**src/rtl/secded_pkg.sv**
```systemverilog
package secded_pkg;

  typedef enum logic [1:0] {
    INJ_OFF  = 2'd0,
    INJ_ONE  = 2'd1,
    INJ_TWO  = 2'd2,
    INJ_RSVD = 2'd3
  } inj_mode_e;

  // Hamming bits needed to cover dw data bits.
  function automatic int hamming_bits(input int dw);
    for (int r = 1; r < 16; r++)
      if ((1 << r) >= dw + r + 1) return r;
    return 16;
  endfunction

  // Hamming bits plus one overall parity bit.
  function automatic int check_bits(input int dw);
    return hamming_bits(dw) + 1;
  endfunction

endpackage

```
**src/rtl/secded_merge_stage.sv**
```systemverilog
module secded_merge_stage #(
  parameter int BW     = 32,
  parameter bit RMW_EN = 1'b1,
  localparam int NBYTE = BW / 8
) (
  input  logic             clk,
  input  logic             rst_n,
  input  logic             in_valid,
  output logic             in_ready,
  input  logic [BW-1:0]    in_data,
  input  logic [NBYTE-1:0] in_be,
  input  logic [BW-1:0]    in_old,
  output logic             out_valid,
  input  logic             out_ready,
  output logic [BW-1:0]    out_data
);

  function automatic logic [BW-1:0] merge_bytes(input logic [BW-1:0] nw,
                                                input logic [BW-1:0] od,
                                                input logic [NBYTE-1:0] be);
    logic [BW-1:0] m;
    for (int b = 0; b < NBYTE; b++)
      m[8*b +: 8] = be[b] ? nw[8*b +: 8] : od[8*b +: 8];
    return m;
  endfunction

  generate
    if (RMW_EN) begin : g_merge
      logic          vq;
      logic [BW-1:0] dq;
      assign in_ready  = !vq || out_ready;
      assign out_valid = vq;
      assign out_data  = dq;
      always_ff @(posedge clk or negedge rst_n) begin
        if (!rst_n) vq <= 1'b0;
        else if (in_ready) vq <= in_valid;
      end
      always_ff @(posedge clk) begin
        if (in_valid && in_ready) dq <= merge_bytes(in_data, in_old, in_be);
      end
    end else begin : g_bypass
      logic unused_merge_inputs;
      assign unused_merge_inputs = ^{in_be, in_old, clk, rst_n};
      assign in_ready  = out_ready;
      assign out_valid = in_valid;
      assign out_data  = in_data;
    end
  endgenerate

endmodule

```
**src/rtl/secded_enc.sv**
```systemverilog
module secded_enc #(
  parameter int DW = 16,
  parameter int CB = 6,
  localparam int HB   = CB - 1,
  localparam int NPOS = DW + HB
) (
  input  logic [DW-1:0] data,
  output logic [CB-1:0] chk
);

  // Codeword position of data bit i: the i-th non-power-of-two.
  function automatic int data_pos(input int i);
    int p = 0;
    int n = -1;
    for (int q = 1; q <= NPOS; q++) begin
      if ((q & (q - 1)) != 0) begin
        n++;
        if (n == i) p = q;
      end
    end
    return p;
  endfunction

  function automatic logic [CB-1:0] encode(input logic [DW-1:0] d);
    logic [CB-1:0] c;
    int pos;
    c = '0;
    for (int i = 0; i < DW; i++) begin
      pos = data_pos(i);
      for (int j = 0; j < HB; j++)
        if (pos[j]) c[j] = c[j] ^ d[i];
    end
    c[HB] = ^{d, c[HB-1:0]};
    return c;
  endfunction

  assign chk = encode(data);

endmodule

```
**src/rtl/secded_inject.sv**
```systemverilog
module secded_inject #(
  parameter int W      = 44,
  parameter int IDXW   = 6,
  parameter bit INJ_EN = 1'b1
) (
  input  logic [W-1:0]    cw_in,
  input  logic [1:0]      mode,
  input  logic [IDXW-1:0] idx_a,
  input  logic [IDXW-1:0] idx_b,
  output logic [W-1:0]    cw_out
);
  import secded_pkg::*;

  function automatic logic [W-1:0] flip_mask(input logic [1:0] md,
                                             input logic [IDXW-1:0] a,
                                             input logic [IDXW-1:0] b);
    logic [W-1:0] m;
    logic use_a, use_b;
    use_a = (md == INJ_ONE) || (md == INJ_TWO);
    use_b = (md == INJ_TWO);
    for (int i = 0; i < W; i++)
      m[i] = (use_a && (32'(a) == i)) || (use_b && (32'(b) == i));
    return m;
  endfunction

  generate
    if (INJ_EN) begin : g_inj
      assign cw_out = cw_in ^ flip_mask(mode, idx_a, idx_b);
    end else begin : g_noinj
      logic unused_inj_inputs;
      assign unused_inj_inputs = ^{mode, idx_a, idx_b};
      assign cw_out = cw_in;
    end
  endgenerate

endmodule

```
**src/rtl/secded_burst_flag.sv**
```systemverilog
module secded_burst_flag #(
  parameter int NBYTE     = 4,
  parameter int BURST_LEN = 4,
  localparam int CNTW = (BURST_LEN > 1) ? $clog2(BURST_LEN) : 1
) (
  input  logic             clk,
  input  logic             rst_n,
  input  logic             beat_fire,
  input  logic [NBYTE-1:0] beat_be,
  output logic             flag_valid,
  output logic             flag
);

  logic [CNTW-1:0] cnt;
  logic            partial_acc;
  logic            beat_partial;
  logic            last_beat;

  assign beat_partial = !(&beat_be);
  assign last_beat    = (cnt == CNTW'(BURST_LEN - 1));

  always_ff @(posedge clk or negedge rst_n) begin
    if (!rst_n) begin
      cnt         <= '0;
      partial_acc <= 1'b0;
      flag_valid  <= 1'b0;
      flag        <= 1'b0;
    end else begin
      flag_valid <= 1'b0;
      if (beat_fire) begin
        if (last_beat) begin
          cnt         <= '0;
          partial_acc <= 1'b0;
          flag_valid  <= 1'b1;
          flag        <= partial_acc || beat_partial;
        end else begin
          cnt         <= cnt + 1'b1;
          partial_acc <= partial_acc || beat_partial;
        end
      end
    end
  end

endmodule

```
**src/rtl/wr_ecc_encoder.sv**
```systemverilog
module wr_ecc_encoder #(
  parameter int DW        = 16,
  parameter bit DUAL      = 1'b1,
  parameter bit INJ_EN    = 1'b1,
  parameter bit RMW_EN    = 1'b1,
  parameter int BURST_LEN = 4,
  localparam int NINST = DUAL ? 2 : 1,
  localparam int BW    = NINST * DW,
  localparam int NBYTE = BW / 8,
  localparam int CB    = secded_pkg::check_bits(DW),
  localparam int CW    = DW + CB,
  localparam int FLATW = NINST * CW,
  localparam int IDXW  = $clog2(FLATW),
  localparam int CHW   = 8 * NINST
) (
  input  logic             clk,
  input  logic             rst_n,
  input  logic             in_valid,
  output logic             in_ready,
  input  logic [BW-1:0]    in_data,
  input  logic [NBYTE-1:0] in_be,
  input  logic [BW-1:0]    in_old,
  input  logic [1:0]       inj_mode,
  input  logic [IDXW-1:0]  inj_idx_a,
  input  logic [IDXW-1:0]  inj_idx_b,
  output logic             out_valid,
  input  logic             out_ready,
  output logic [BW-1:0]    out_data,
  output logic [CHW-1:0]   out_chk,
  output logic             burst_flag_valid,
  output logic             burst_rmw
);

  // Named internal events
  logic             in_fire;
  logic             m_valid;
  logic             m_ready;
  logic             m_fire;
  logic [BW-1:0]    m_data;
  logic [FLATW-1:0] enc_flat;
  logic [FLATW-1:0] inj_flat;
  logic             o_valid;
  logic [FLATW-1:0] o_flat;

  assign in_fire = in_valid && in_ready;
  assign m_fire  = m_valid && m_ready;
  assign m_ready = !o_valid || out_ready;

  secded_merge_stage #(.BW(BW), .RMW_EN(RMW_EN)) u_merge (
    .clk      (clk),
    .rst_n    (rst_n),
    .in_valid (in_valid),
    .in_ready (in_ready),
    .in_data  (in_data),
    .in_be    (in_be),
    .in_old   (in_old),
    .out_valid(m_valid),
    .out_ready(m_ready),
    .out_data (m_data)
  );

  generate
    for (genvar k = 0; k < NINST; k++) begin : g_inst
      logic [CB-1:0] chk_k;
      secded_enc #(.DW(DW), .CB(CB)) u_enc (
        .data(m_data[k*DW +: DW]),
        .chk (chk_k)
      );
      assign enc_flat[k*CW +: CW] = {chk_k, m_data[k*DW +: DW]};
    end
  endgenerate

  secded_inject #(.W(FLATW), .IDXW(IDXW), .INJ_EN(INJ_EN)) u_inject (
    .cw_in (enc_flat),
    .mode  (inj_mode),
    .idx_a (inj_idx_a),
    .idx_b (inj_idx_b),
    .cw_out(inj_flat)
  );

  always_ff @(posedge clk or negedge rst_n) begin
    if (!rst_n) o_valid <= 1'b0;
    else if (m_ready) o_valid <= m_valid;
  end

  always_ff @(posedge clk) begin
    if (m_fire) o_flat <= inj_flat;
  end

  assign out_valid = o_valid;

  generate
    for (genvar k = 0; k < NINST; k++) begin : g_out
      assign out_data[k*DW +: DW] = o_flat[k*CW +: DW];
      assign out_chk[8*k +: CB]   = o_flat[k*CW + DW +: CB];
      if (CB < 8) begin : g_pad
        assign out_chk[8*k + CB +: 8 - CB] = '0;
      end
    end
  endgenerate

  secded_burst_flag #(.NBYTE(NBYTE), .BURST_LEN(BURST_LEN)) u_burst (
    .clk       (clk),
    .rst_n     (rst_n),
    .beat_fire (in_fire),
    .beat_be   (in_be),
    .flag_valid(burst_flag_valid),
    .flag      (burst_rmw)
  );

endmodule

```
**config.mk**
```make
export PLATFORM = sky130hd
export DESIGN_NAME = wr_ecc_encoder
export DESIGN_NICKNAME = d
export VERILOG_FILES = /design/src/rtl/secded_pkg.sv /design/src/rtl/secded_merge_stage.sv /design/src/rtl/secded_enc.sv /design/src/rtl/secded_inject.sv /design/src/rtl/secded_burst_flag.sv /design/src/rtl/wr_ecc_encoder.sv
export SDC_FILE = /design/constraint.sdc
export NUM_CORES = 1
export LEC_CHECK = 0
export ABC_AREA = 1
export CORE_UTILIZATION = 53
export DETAILED_ROUTE_END_ITERATION = 6
export HOLD_SLACK_MARGIN = 0.12
export PLACE_DENSITY = 0.86
export SLEW_MARGIN = 20
export SYNTH_ARGS = -nofsm -noshare
export SYNTH_HDL_FRONTEND = slang
export SYNTH_SLANG_ARGS = --single-unit
```
**constraint.sdc**
```tcl
create_clock -name clk -period 5.3 [get_ports clk]
set_input_delay 0.795 -clock clk [delete_from_list [all_inputs] [get_ports clk]]
set_output_delay 0.795 -clock clk [all_outputs]
set_load 0.02 [all_outputs]
```
# Word-level counts from Yosys, hierarchy flattened
# Cells that the tools add are included.
dict set report totals {
  register_bits 83
  latchBits 0
  mem_bits_rw 0
  mem_bits_ro 0
  input_bits 86
  output_inout_bits 52
  wordCells 324
  n_memories 0
}
dict set report op_classes {
  addsub 1
  mul 0
  div_mod_pow 0
  order_cmp 0
  n_eq_ne 89
  n_shift 0
  n_mux 8
  bitwise 71
  reduce_logical 147
}
# operator n
set ops {}
lappend ops {{$eq 6x5->1 const B} 32}
lappend ops {{$eq 6x6->1 const B} 24}
lappend ops {{$eq 6x4->1 const B} 16}
lappend ops {{$logic_and 1x1->1} 90}
lappend ops {{$xor 1x1->1} 70}
lappend ops {{$eq 6x3->1 const B} 8}
lappend ops {{$logic_or 1x1->1} 48}
lappend ops {{$xor 44x44->44} 1}
lappend ops {{$reduce_xor 21->1} 2}
lappend ops {{$mux 8} 4}
lappend ops {{$eq 6x2->1 const B} 4}
lappend ops {{$eq 6x1->1 const B} 2}
lappend ops {{$logic_not 6->1} 2}
lappend ops {{$eq 2x2->1 const B} 2}
lappend ops {{$reduce_and 4->1} 1}
lappend ops {{$logic_not 1->1} 3}
lappend ops {{$mux 1} 3}
lappend ops {{$add 2x1->2 const B} 1}
lappend ops {{$eq 2x1->1 const B} 1}
lappend ops {{$mux 2} 1}
lappend ops {{$reduce_and 2->1} 1}

# Longest topological paths before layout
# Gate-level depths: netlist of the first run.
dict set report logic_depth {
  word_depth 11
  depth_mapped 15
  depth_no_buf 14
}

# Modules after synthesis
# A second synthesis of the first run with hierarchy kept.
dict set report hier_totals {
  hier_cells 879
  hier_area_um2 6013.3
}
# mod n_inst cells_each area_per_inst_um2 seq_area_each_um2
set by_module_without_submodules {}
lappend by_module_without_submodules {secded_inject 1 392 1620.3 0.0}
lappend by_module_without_submodules {secded_merge_stage 1 138 1451.4 985.9}
lappend by_module_without_submodules {wr_ecc_encoder 1 57 1407.6 1346.3}
lappend by_module_without_submodules {secded_enc 2 135 661.9 0.0}
lappend by_module_without_submodules {secded_burst_flag 1 22 210.2 125.1}

# Worst setup path before layout of the first run
# OpenSTA, ideal clock, no wires.
dict set report synth_path {
  path_type {input to register}
  from {input port out_ready}
  to {register o_flat[0], enable pin}
  setup_ns 0.460
  arrival_time_ns 2.995
  required_ns 4.840
  path_slack_ns 1.845
  stages 2
  n_path_buf 0
  cell_sequence {inv_1 -> a21oi_1}
}
dict set report synth_via {
  elab_chain_len 2
}
# item line_no
set synth_lines {}
lappend synth_lines {{start, declared} wr_ecc_encoder.sv:27} ;# input logic out_ready,
lappend synth_lines {{$logic_or 1x1->1} wr_ecc_encoder.sv:47} ;# assign m_ready = !o_valid || out_ready;
lappend synth_lines {{$logic_and 1x1->1} wr_ecc_encoder.sv:46} ;# assign m_fire = m_valid && m_ready;
lappend synth_lines {{via m_fire} wr_ecc_encoder.sv:38} ;# logic m_fire;
lappend synth_lines {{end signal, assigned} wr_ecc_encoder.sv:87} ;# if (m_fire) o_flat <= inj_flat;
lappend synth_lines {{end, declared} wr_ecc_encoder.sv:43} ;# logic [FLATW-1:0] o_flat;
# The timed path passes the listed nets, and every way through them passes these cells.
# A chain may end at the register's enable or synchronous reset.

# Worst setup path after layout of the first run
dict set report layout_path {
  from {input port out_ready}
  to {output port in_ready}
}
dict set report layout_via {
  elab_chain_len 2
}
# item line_no
set layout_lines {}
lappend layout_lines {{$logic_or 1x1->1} wr_ecc_encoder.sv:47}
lappend layout_lines {{$logic_or 1x1->1} secded_merge_stage.sv:31} ;# assign in_ready = !vq || out_ready;
lappend layout_lines {{end, declared} wr_ecc_encoder.sv:19} ;# output logic in_ready,
# No other way between the ends.

==> metrics.txt, run 1 <==
Max Buffers Root-to-Sink 2; Net Sw Power between 0.6 and 0.7 mW; Worst-Margin Slew about 0.70 ns; CP required around 4.5 ns; Reg2Reg Capture Point o_flat[43]; Worst-Skew Late Latency 0.36 ns; # H-tree levels 3; area post-placement approximately 6500 um2; CP endpoint in_ready; post-synth top area share 44.3%; internal power around 1.3 mW; area grow syn2layout 29.9%; most frequent cell after synthesis nand2_1; slowest stage delay, CP around 0.62 ns; CTS root buffer clkbuf_8; top area cells in the synthesized netlist edfxtp_1 (44%), nand2_1 (17%), xor2_1 (10%); final net count about 820; Die H 101 um; Clock Skews approximately 0.010 ns; RD Place Congestion slightly above 0.9; fin crit period approximately 2.9 ns; endpoint class of the critical path output port; Warnings, synthesis 0; first-pass GRT wire length 20.6 mm; Worst-path clk slew around 0.080 ns; LEAKAGE slightly below 3 nW; CTS Hold Bufs 0; vias per cell about 5.1; CTS tree done; main flop type after synthesis edfxtp_1; core box area approximately 9300 um2; largest net degree at the start of global routing between 40 and 50; count of non-filler cells in the finished layout between 800 and 900; n_diodes 0; Max-slew headroom a little over half; most common library cells after synthesis nand2_1 (237), edfxtp_1 (76), xor2_1 (60); sequential fraction of the synthesis area between 40% and 50%; final instance area approximately 6700 um2; Worst Path Arrival slightly above 2 ns; EDFF count, synth 76; share of post-route cells with drive strength above 1 under 10%; status finished clean; combinational power share 32.7%; most used cell, CP clkdlybuf4s50_1; Power Density around 280 nW/um2; dpl cells around 850; Crit. Startpoint out_ready; number of gates resized after cts 0; Final period util 54.1%; worst vdd ir between 0.15 and 0.2 mV; Syn Inst Count ~610; Slew Limit Fails 0; DRT Wirelength ~13 mm; antenna viol nets, final 0; maximum operating frequency around 0.35 GHz; postcts setup bufs 0; number of max-cap violations 0; Setup crit start kind input port; RSZ-0062 raised after global routing no; Crit Path Class in2out; r2r worst-path depth 12; top cell type by total area after synthesis edfxtp_1; Yosys reg bits a little over 80; Initial Utilization 55.3%; clock share of power around a fifth; min-delay worst type reg2reg; Num CTS Buffers 9; Sw Share between 30% and 40%; ys async rst share around 8.4%; Syn Area/Cell 8.49 um2; DR iter-0 viols 276; routed length per instance around 15 um; GRT Total Usage between 20% and 30%; count of unique library cells instantiated by Yosys 32; floorplan row count 35; Hold Path Cell Cnt 2; setup violators final 0; worst reg-to-reg setup slack ~3.4 ns; DRT Pass-1 Iters 6; Final HPWL DP about 10 mm; chip width ~100 um; Ports between 100 and 150; Flop pwr share between 40 and 50%; Slowest cell on crit path clkdlybuf4s50_1; DRC 0; CTS Sinks 83; # port buffers 133; endpoints failing hold 0; CP cell instances clkdlybuf4s50_1 -> inv_1 -> nand3_1 -> clkdlybuf4s50_1; Mapped Area roughly 5200 um2; DR vias around 4400; gr ovfl total 0; Reg-to-Reg Start u_merge.out_data[16]; initial antenna violation count 0; vias in the first global route about 4300; Post-Route Setup TNS 0 ns; critical path fanouts, max 3; die area approximately 10000 um2
area by class of cell:
type / instances / area (um2)
fillers: 715 / 2630
flip-flops and latches: 83 / 2460
multi-input cells: 438 / 2340
repair buffers: 134 / 1340
inverters: 64 / 240
well taps: 129 / 161
clock buffers: 9 / 124
clock inverters: 6 / 33.8
stage by stage:
stage / power [mW] / setup slack (ns) / util (%) / hold WS [ns]
2_1_floorplan: 1.28 / 1.84 / - / 0.447
3_3_place_gp: 1.50 / 2.35 / 70.1 / 0.478
3_5_place_dp: 1.52 / 2.31 / 70.1 / 0.479
4_1_cts: 1.90 / 2.42 / 71.8 / 0.501
5_1_grt: 2.00 / 2.39 / 71.8 / 0.539
6_report: 1.90 / 2.43 / 71.8 / 0.502
cell usage in the layout, fill, tap and decap left out:
cell type,netlist,final
nand2_1,237,237
clkdlybuf4s50_1,0,133
edfxtp_1,76,76
xor2_1,60,60
inv_1,57,56
o22ai_1,42,42
xnor2_1,27,27
nor2_1,21,21
nand3_1,18,18
clkbuf_8,0,9
nand3b_1,7,7
dfrtp_1,7,7
nand2_2,5,5
clkinv_1,4,5
inv_2,3,4
conb_1,1,4
nor3_1,3,3
o21ai_0,3,3
clkinv_2,0,3
ha_1,2,2
clkinvlp_4,0,2
xnor2_2,1,1
or2_1,1,1
nor3b_1,1,1
a21oi_4,0,1
o22ai_4,1,1
xor2_2,1,1
o21a_1,1,1
nor4_1,1,1
mux2_2,1,1
buf_4,5,1
worst max-delay path, delay by kind of cell:
family,cells,cell delay [ns]
simple gates,1,0.12
buf+inv,3,1.16
registers in the layout, summed over array words and instances, names as in the netlist:
signal and count:
u_burst.cnt 2, u_burst.flag 1, u_burst.partial_acc 1, u_merge.out_data 32
o_flat 44, u_burst.flag_valid 1, u_merge.out_valid 1, out_valid 1
worst min path at each step:
| stage | startpoint | end |
|---|---|---|
| floorplan | u_merge.out_valid | out_valid |
| global placement | u_burst.cnt[1] | u_burst.cnt[1] |
| detailed placement | u_burst.cnt[1] | u_burst.cnt[1] |
| CTS | u_burst.cnt[1] | u_burst.cnt[1] |
| global route | u_burst.cnt[1] | u_burst.cnt[1] |
| finish | u_burst.cnt[1] | u_burst.cnt[1] |
metal layers:
metal  global-route usage [%]  part of all wire (%)
met4                     11.1                   3.3
met5                        0                     0
met3                     5.13                   7.2
met1                     33.7                    41
met2                     46.9                    48
power by group through the flow:
stage               clock [mW]  sequential, mW  combinational (mW)
floorplan                    0           0.950               0.327
global placement             0           0.905               0.598
detailed placement           0           0.907               0.616
CTS                      0.389           0.894               0.620
global route             0.416           0.904               0.683
finish                   0.384           0.894               0.619
cell families (layout without fill, tap and decap cells):
| logic type | after synthesis | in the layout | synth area share [%] |
|---|---|---|---|
| and+or+nand+nor | 294 | 294 | 22.8 |
| xor gates and xnor gates | 89 | 89 | 15.4 |
| buffers and inverters | 89 | 213 | 7.30 |
| DFF | 83 | 83 | 47.7 |
| AOI/OAI and AO/OA | 48 | 48 | 6.02 |
| adders and majority gates | 2 | 2 | 0.485 |
| other | 1 | 4 | 0.0727 |
| muxes | 1 | 1 | 0.218 |
(Power assumes the default switching activity.)
==> run 2: changes to the inputs <==
--- a/config.mk
+++ b/config.mk
@@ -6,10 +6,10 @@
 export NUM_CORES = 1
 export LEC_CHECK = 0
 export ABC_AREA = 1
-export CORE_UTILIZATION = 53
+export CORE_UTILIZATION = 45
 export DETAILED_ROUTE_END_ITERATION = 6
 export HOLD_SLACK_MARGIN = 0.12
-export PLACE_DENSITY = 0.86
+export PLACE_DENSITY = 0.78
 export SLEW_MARGIN = 20
 export SYNTH_ARGS = -nofsm -noshare
 export SYNTH_HDL_FRONTEND = slang
==> constraint.sdc (replaced) <==
create_clock -name clk -period 2.3 [get_ports clk]
set_input_delay 0.345 -clock clk [delete_from_list [all_inputs] [get_ports clk]]
set_output_delay 0.345 -clock clk [all_outputs]
set_load 0.02 [all_outputs]
==> run 2 against run 1 <==
  * Clock skew shrank 0.00096 ns
  * Combinational power increased by 130%
  * Setup slack got worse by 2.2 ns
  * Design area up 4.5%
  * Sequential share of layout area fell by 1.6 points
  * Hold slack got worse by 0.23 ns
  * Critical path type is now in2reg
  * Critical endpoint is now o_flat[21]
==> metrics.txt, run 2 (synthesized netlist as in run 1, its figures left out) <==
Fillers 922 (was 715); Slowest cell on crit path clkdlybuf4s50_1 (unchanged); number of gates resized after cts 0 (unchanged); largest net degree at the start of global routing 45 (unchanged); CP cell instances clkdlybuf4s50_1 -> inv_1 -> ha_1 -> nor3_2 -> nand2_1 -> nand2_1 -> nand2_1 -> nand2_1 -> nand3b_1 -> nand2_1 -> nand2_1 -> nand2_1 -> nand2_1 -> nand2_1 (was clkdlybuf4s50_1 -> inv_1 -> nand3_1 -> clkdlybuf4s50_1); Flop pwr share 42.0% (was 47.1%); area grow syn2layout 35.8% (was 29.9%); Crit. Startpoint inj_mode[0] (was out_ready); # port buffers 133 (unchanged); antenna viol nets, final 0 (unchanged); Num CTS Buffers 9 (unchanged); maximum operating frequency 0.480 GHz; DR iter-0 viols 285 (was 276); endpoints failing hold 0 (unchanged); Power Density 702 nW/um2 (was 283 nW/um2); delay-heaviest family, CP simple AND/OR/NAND/NOR gates (was buffers and inverters); DRT Wirelength 13.0 mm (about the same); LEAKAGE 3.04 nW (was 2.90 nW); largest reg by FF count o_flat (unchanged); CP endpoint o_flat[21] (was in_ready); CTS Hold Bufs 0 (unchanged); share of post-route cells with drive strength above 1 6.00% (was 3.95%); Reg2Reg Capture Point o_flat[21] (was o_flat[43]); # H-tree levels 3 (unchanged); floorplan row count 38 (was 35); CTS Sinks 83 (unchanged); Sw Share 30.4% (was 33.0%); dpl cells 874 (was 848); Reg-to-Reg Start u_merge.out_data[8] (was u_merge.out_data[16]); Clock Skews 0.00905 ns (was 0.0100 ns); CTS root buffer clkbuf_16 (was clkbuf_8); RSZ-0062 raised after global routing no (unchanged); RD Place Congestion 0.960 (was 0.933); endpoint class of the critical path flop (was output port); Die H 109 um (was 101 um); GRT Total Usage 22.5% (was 27.2%); Pwr Total 4.91 mW (was 1.90 mW); most used cell, CP nand2_1 (was clkdlybuf4s50_1); WP depth 14 (was 4); vias in the first global route 4163 (was 4329); Worst-Skew Late Latency 0.34 ns (was 0.36 ns); vias per cell 4.96 (was 5.15); Post-Route Setup TNS 0 ns (unchanged); Worst-path clk slew 0.06 ns (was 0.08 ns); Net Sw Power 1.49 mW (was 0.625 mW); CP required 2.39 ns (was 4.51 ns); initial antenna violation count 0 (unchanged); DR vias 4418 (was 4441); Final Util 63.8% (was 71.8%); slowest stage delay, CP 0.45 ns (was 0.62 ns); first-pass GRT wire length 19.9 mm (was 20.6 mm); critical path fanouts, max 3 (unchanged); fin crit period 2.08 ns; worst reg-to-reg setup slack 0.29 ns (was 3.37 ns); chip width 109 um (was 101 um); postcts setup bufs 0 (unchanged); commonest non-fill, non-tap cell in the layout nand2_1 (unchanged); max FFs per register 44 (unchanged); Final period util 90.6%; count of non-filler cells in the finished layout 890 (was 863); Buf+Inv Stages, Crit Path 2 (was 3); Worst Path Arrival 2.17 ns (was 2.07 ns); worst vdd ir 0.436 mV (was 0.170 mV); routed length per instance 14.6 um (was 15.1 um); hold slack final 0.271 ns (was 0.502 ns); Slew Limit Fails 0 (unchanged); commonest cells after routing, fill and taps aside nand2_1 (237), clkdlybuf4s50_1 (133), edfxtp_1 (76) (unchanged); final net count 833 (was 818); n_diodes 0 (unchanged); Crit Path Class in2reg (was in2out); combinational power share 29.5% (was 32.7%); Setup crit start kind input port (unchanged); min-delay worst type in2async (was reg2reg); setup violators final 0 (unchanged); Ports 138 (unchanged); Initial Utilization 46.9% (was 55.3%); CTS tree done (unchanged); internal power 3.42 mW (was 1.27 mW); core box area 11000 um2 (was 9330 um2); gr ovfl total 0 (unchanged); number of max-cap violations 0 (unchanged); Final HPWL DP 10.4 mm (about the same); clock share of power 28.5% (was 20.2%); die area 11900 um2 (was 10100 um2); r2r worst-path depth 13 (was 12); DRT Pass-1 Iters 5 (was 6); status finished clean (unchanged); DRC 0 (unchanged); Max Buffers Root-to-Sink 2 (unchanged)
## run 2: cell types whose count changed in the layout (fill, tap and decap cells not counted), sizes merged
cell	previous run	this run
clkinv	8	7
buf	1	16
bufinv	0	1
inv	60	61
## run 2: cell type report
class | count | area [um2] | area share (%)
Tap cell | 140 | 175 | 2.50
Timing Repair Buffer | 149 | 1490 | 21.3
Clock inverter | 7 | 67.6 | 0.965
Clock buffer | 9 | 225 | 3.22
Multi-Input combinational cell | 438 | 2350 | 33.5
Inverter | 64 | 240 | 3.43
Sequential cell | 83 | 2460 | 35.1
## run 2: worst min-delay path by stage
stage	start	to	slack, ns	cells past startpoint
final	rst_n	u_burst.flag	0.27	1
after global routing	rst_n	u_merge.out_valid	0.30	1
after CTS	rst_n	u_burst.flag	0.28	1
after detailed placement	u_burst.cnt[1]	u_burst.cnt[1]	0.50	2
after global placement	u_burst.cnt[1]	u_burst.cnt[1]	0.47	2
after floorplan	rst_n	out_valid	0.05	0
## run 2: metrics by stage
step                      instance area [um2]  worst slack [ns]
after global placement                   6710           -0.0785
after detailed placement                 6710            -0.137
final                                    7000             0.216
after CTS                                7000             0.171
after floorplan                          5170             0.141
after global routing                     7000            0.0802
## run 2: power by group through the flow
stage / Sequential (mW) / Clock (mW) / Combinational (mW)
floorplan: 2.19 / 0 / 0.755
global placement: 2.08 / 0 / 1.40
detailed placement: 2.09 / 0 / 1.44
CTS: 2.06 / 1.42 / 1.45
global route: 2.08 / 1.47 / 1.59
finish: 2.06 / 1.40 / 1.45
## run 2: routing by layer
layer | vias up | routed length, um | track usage (%)
met1 | 1989 | 5430 | 27.8
met3 | 20 | 985 | 4.78
met4 | 0 | 244 | 7.24
li1 | 2226 | - | -
met5 | - | 0 | 0
met2 | 183 | 6340 | 38.8
